File: config.mk
export PLATFORM = sky130hd
export DESIGN_NAME = wallace_mul4
export DESIGN_NICKNAME = d
export VERILOG_FILES = /design/src/rtl/wmul_pkg.sv /design/src/rtl/wmul_ha.sv /design/src/rtl/wmul_fa.sv /design/src/rtl/wmul_skip_add.sv /design/src/rtl/wallace_mul4.sv
export SDC_FILE = /design/constraint.sdc
export NUM_CORES = 1
export LEC_CHECK = 0
export BUFFER_PORTS_ARGS = -buffer_cell sky130_fd_sc_hd__buf_2
export CORE_AREA = 2 2 39 41
export DETAILED_ROUTE_END_ITERATION = 12
export DIE_AREA = 0 0 41 43
export GPL_TIMING_DRIVEN = 0
export PLACE_DENSITY_LB_ADDON = 0.12
export RECOVER_POWER = 25
export REMOVE_ABC_BUFFERS = 1
export SLEW_MARGIN = 20
export SYNTH_ARGS = -nofsm -noshare
export SYNTH_HDL_FRONTEND = slang
export SYNTH_SLANG_ARGS = --single-unit
export TNS_END_PERCENT = 30
File: constraint.sdc
create_clock -name vclk -period 8.4
set_input_delay 2.52 -clock vclk [all_inputs]
set_output_delay 2.52 -clock vclk [all_outputs]
set_load 0.05 [all_outputs]
File: src/rtl/wmul_pkg.sv
package wmul_pkg;
  localparam int unsigned OP_W   = 4;
  localparam int unsigned PROD_W = 2 * OP_W;
  localparam int unsigned SKIP_G = 2;
  typedef logic [OP_W-1:0]   op_t;
  typedef logic [PROD_W-1:0] prod_t;
endpackage

File: src/rtl/wmul_ha.sv
module wmul_ha (
  input  logic x_i,
  input  logic y_i,
  output logic sum_o,
  output logic cry_o
);
  assign sum_o = x_i ^ y_i;
  assign cry_o = x_i & y_i;
endmodule

File: src/rtl/wmul_fa.sv
module wmul_fa (
  input  logic x_i,
  input  logic y_i,
  input  logic z_i,
  output logic sum_o,
  output logic cry_o
);
  logic xy;
  assign xy    = x_i ^ y_i;
  assign sum_o = xy ^ z_i;
  assign cry_o = (x_i & y_i) | (xy & z_i);
endmodule

File: src/rtl/wmul_skip_add.sv
module wmul_skip_add #(
  parameter int unsigned W   = 4,
  parameter int unsigned GRP = 2
) (
  input  logic [W-1:0] x_i,
  input  logic [W-1:0] y_i,
  input  logic         cin_i,
  output logic [W-1:0] sum_o,
  output logic         cout_o
);
  localparam int unsigned NGRP = W / GRP;

  logic [NGRP:0] grp_c;
  assign grp_c[0] = cin_i;

  for (genvar g = 0; g < NGRP; g++) begin : g_grp
    logic [GRP:0]   rc;
    logic [GRP-1:0] prop;
    assign rc[0] = grp_c[g];
    for (genvar k = 0; k < GRP; k++) begin : g_bit
      assign prop[k] = x_i[g*GRP+k] ^ y_i[g*GRP+k];
      wmul_fa u_fa (
        .x_i  (x_i[g*GRP+k]),
        .y_i  (y_i[g*GRP+k]),
        .z_i  (rc[k]),
        .sum_o(sum_o[g*GRP+k]),
        .cry_o(rc[k+1])
      );
    end
    // full propagate: skip the ripple path
    assign grp_c[g+1] = (&prop) ? grp_c[g] : rc[GRP];
  end

  assign cout_o = grp_c[NGRP];
endmodule

File: src/rtl/wallace_mul4.sv
module wallace_mul4
  import wmul_pkg::*;
(
  input  logic [OP_W-1:0]   a_i,
  input  logic [OP_W-1:0]   b_i,
  output logic [PROD_W-1:0] prod_o,
  output logic [OP_W-1:0]   lvl1_sum_o,
  output logic [OP_W-1:0]   lvl1_cry_o,
  output logic [OP_W-1:0]   lvl2_sum_o,
  output logic [OP_W-1:0]   lvl2_cry_o
);
  // pp[j][i] = a[i] & b[j], weight i+j
  logic [OP_W-1:0][OP_W-1:0] pp;
  for (genvar j = 0; j < OP_W; j++) begin : g_row
    for (genvar i = 0; i < OP_W; i++) begin : g_col
      assign pp[j][i] = a_i[i] & b_i[j];
    end
  end

  logic [OP_W-1:0] s1, c1, s2, c2, s3;
  logic            cout;

  // level 1: rows 0..2, columns 1..4
  wmul_ha u_l1_c1 (.x_i(pp[0][1]), .y_i(pp[1][0]), .sum_o(s1[0]), .cry_o(c1[0]));
  wmul_fa u_l1_c2 (.x_i(pp[0][2]), .y_i(pp[1][1]), .z_i(pp[2][0]), .sum_o(s1[1]), .cry_o(c1[1]));
  wmul_fa u_l1_c3 (.x_i(pp[0][3]), .y_i(pp[1][2]), .z_i(pp[2][1]), .sum_o(s1[2]), .cry_o(c1[2]));
  wmul_ha u_l1_c4 (.x_i(pp[1][3]), .y_i(pp[2][2]), .sum_o(s1[3]), .cry_o(c1[3]));

  // level 2: carries shifted one column left, row 3 merged, columns 2..5
  wmul_ha u_l2_c2 (.x_i(s1[1]), .y_i(c1[0]), .sum_o(s2[0]), .cry_o(c2[0]));
  wmul_fa u_l2_c3 (.x_i(s1[2]), .y_i(c1[1]), .z_i(pp[3][0]), .sum_o(s2[1]), .cry_o(c2[1]));
  wmul_fa u_l2_c4 (.x_i(s1[3]), .y_i(c1[2]), .z_i(pp[3][1]), .sum_o(s2[2]), .cry_o(c2[2]));
  wmul_fa u_l2_c5 (.x_i(pp[2][3]), .y_i(c1[3]), .z_i(pp[3][2]), .sum_o(s2[3]), .cry_o(c2[3]));

  // final: columns 3..6
  wmul_skip_add #(.W(OP_W), .GRP(SKIP_G)) u_fin (
    .x_i   ({pp[3][3], s2[3:1]}),
    .y_i   (c2),
    .cin_i (1'b0),
    .sum_o (s3),
    .cout_o(cout)
  );

  assign prod_o     = {cout, s3, s2[0], s1[0], pp[0][0]};
  assign lvl1_sum_o = s1;
  assign lvl1_cry_o = c1;
  assign lvl2_sum_o = s2;
  assign lvl2_cry_o = c2;
endmodule

==> impl_metrics.toml <==
[timing]
tightest_slew_ns = 0.600
rsz0062_at_grt = "false"
worst_slack_ns = 0.190
timing.final.hold_violations = 0
setup_viol = 0
period_share_pct = 97.7
fmax_mhz = 122
slew-limit-headroom_pct = 60.2
final_max_slew_viol_count = 0
whs_ns = 5.57
period_minus_slack_ns = 8.21

[synth]
synth_top_area_share_pct = 30.2
synth_top_cell_by_area = "buf_4"
synth.distinct_cells = 8
synth.cell_area_sq_um = 572
synthesis.instances = 69
ys_seq_area_share_pct = 0
yosys-top-cells-area = "buf_4 (30%), fa_1 (28%), ha_1 (15%)"
syn_avg_cell_area_sq_um = 8.29
synthTopCellsByCount = "buf_4 (23), inv_1 (12), and2_1 (9), fa_1 (8), nand2_1 (8)"
yosysMostFrequentCell = "buf_4"
ys_warn_count = 0

[final_layout]
syn2layout_area_growth_pct = 0
final_area_sq_um = 572
seq_area_sq_um = 0
design.seq.count = 0
num-clock-buffers = 0
nNetsFinal = 103
antenna_cells = 0
drive_gt1_share_pct = 34.6
nFillCells = 151

[detailed_routing]
first_pass_iters = 2
drt_iter0_drc = 1
wirelength_microns = 894
drcViolationCount = 0
viasPerCell = 4.20
ant_nets = 0
drt-wirelength-per-cell_microns = 9.51
vias = 395

[placed_design]
hpwlAfterDp_microns = 840
port_buffers = 32
gp_congestion = 0.679
dpl-instance-area_sq_um = 579
pre_cts_slack_ns = 0.156

[setup_path]
end_kind = "output pin"
cp-start-kind = "input port"
required_ns = 5.88
critical_path_class = "input port to output pin"
arrival_ns = 5.69
crit_fanout = 4

[pwr]
p_per_area_nw_per_um2 = 170
intPower_w = 0.0000211
p_seq_share_pct = 0
p_sw_share_pct = 78.3
p_total_w = 0.0000973
power.share.clock_pct = 0
power_switching_w = 0.0000762
p_leak_nw = 0.363
combPwrFrac_pct = 100.0
irDropWorstVdd_v = 0.0000648

[global_routing]
grt_pass1_vias = 345
grt_overflow = 0
grt_max_degree = 5
antenna_found_initial = 0
grt_usage_pct = 10.7
grt_pass1_wl_mm = 1.41

[worst_hold_path]
whs_endpoint = "prod_o[0]"
worstHoldStart = "a_i[0]"
hp-class = "input port to output pin"
min_path_cells = 3

[floorplanning]
rows = 14
dieArea_sq_um = 1760
fp.dieH_microns = 43
pin_count = 32
die_w_microns = 41
start_util_pct = 41.3
fp.coreArea_sq_um = 1380

[clock_tree]
post_cts_buffers = 0
cts_resized = 0
holdBufCountCts = 0

[flow_run]
max-cap-violations = 0

[outcome]
outcome = "finished, final reports clean"
[power groups by stage]
stage | combinational [W] | sequential (W) | clock (W)
6_report | 0.0000973 | 0 | 0
5_1_grt | 0.000105 | 0 | 0
4_1_cts | 0.0000992 | 0 | 0
3_5_place_dp | 0.0000991 | 0 | 0
3_3_place_gp | 0.0000982 | 0 | 0
2_1_floorplan | 0.0000820 | 0 | 0
[kinds of logic after synthesis]
logic type                 count (synthesis)  share of synthesized area (%)
AOI/OAI and AO/OA                          1                           1.75
muxes                                      1                           1.75
buffers and inverters                     35                           38.1
adders and majority gates                 15                           43.3
and+or+nand+nor                           17                           15.1
[cell usage in the layout, fill, tap and decap left out]
master    instances
a21bo_2           1
and2_1            9
buf_2            26
clkbuf_1          6
fa_1              8
ha_1              7
inv_1            12
mux2i_1           1
nand2_1           8
[routing by layer]
metal / GRT usage (%) / wire, microns / part of all wire, %
met1: 15.1 / 366 / 41
met2: 18.8 / 438 / 49
met3: 0 / 88 / 9.8
met4: 0 / 0 / 0
met5: 0 / 0 / 0
[critical path, cell delays in order]
cell and delay (ns):
buf_2 0.11, and2_1 0.17, fa_1 0.57, inv_1 0.07, fa_1 0.52, inv_1 0.05
ha_1 0.30, a21bo_2 0.24, fa_1 0.37, fa_1 0.36, mux2i_1 0.12, buf_2 0.27
[through the flow]
step           TNS (ns)  cells  utilization (%)
2_1_floorplan     -1.63     46                -
4_1_cts               0     94             41.9
5_1_grt               0     94             41.3
6_report              0     94             41.3
3_5_place_dp          0     94             41.9
3_3_place_gp          0     94             41.9
[how the worst max path moves through the flow]
stage | from | end | slack [ns]
2_1_floorplan | b_i[0] | prod_o[7] | -0.96
3_3_place_gp | b_i[0] | prod_o[7] | 0.20
3_5_place_dp | b_i[0] | prod_o[7] | 0.16
4_1_cts | b_i[0] | prod_o[7] | 0.16
5_1_grt | b_i[0] | prod_o[7] | 0.08
6_report | b_i[0] | prod_o[7] | 0.19
[area by class of cell]
type,instances,area (sq um),area share (%)
Multi-Input combinational cell,34,354,61.9
Tap cell,16,20.0,3.50
Inverter,12,45.0,7.88
Timing Repair Buffer,32,153,26.7
(Power assumes the default switching activity.)
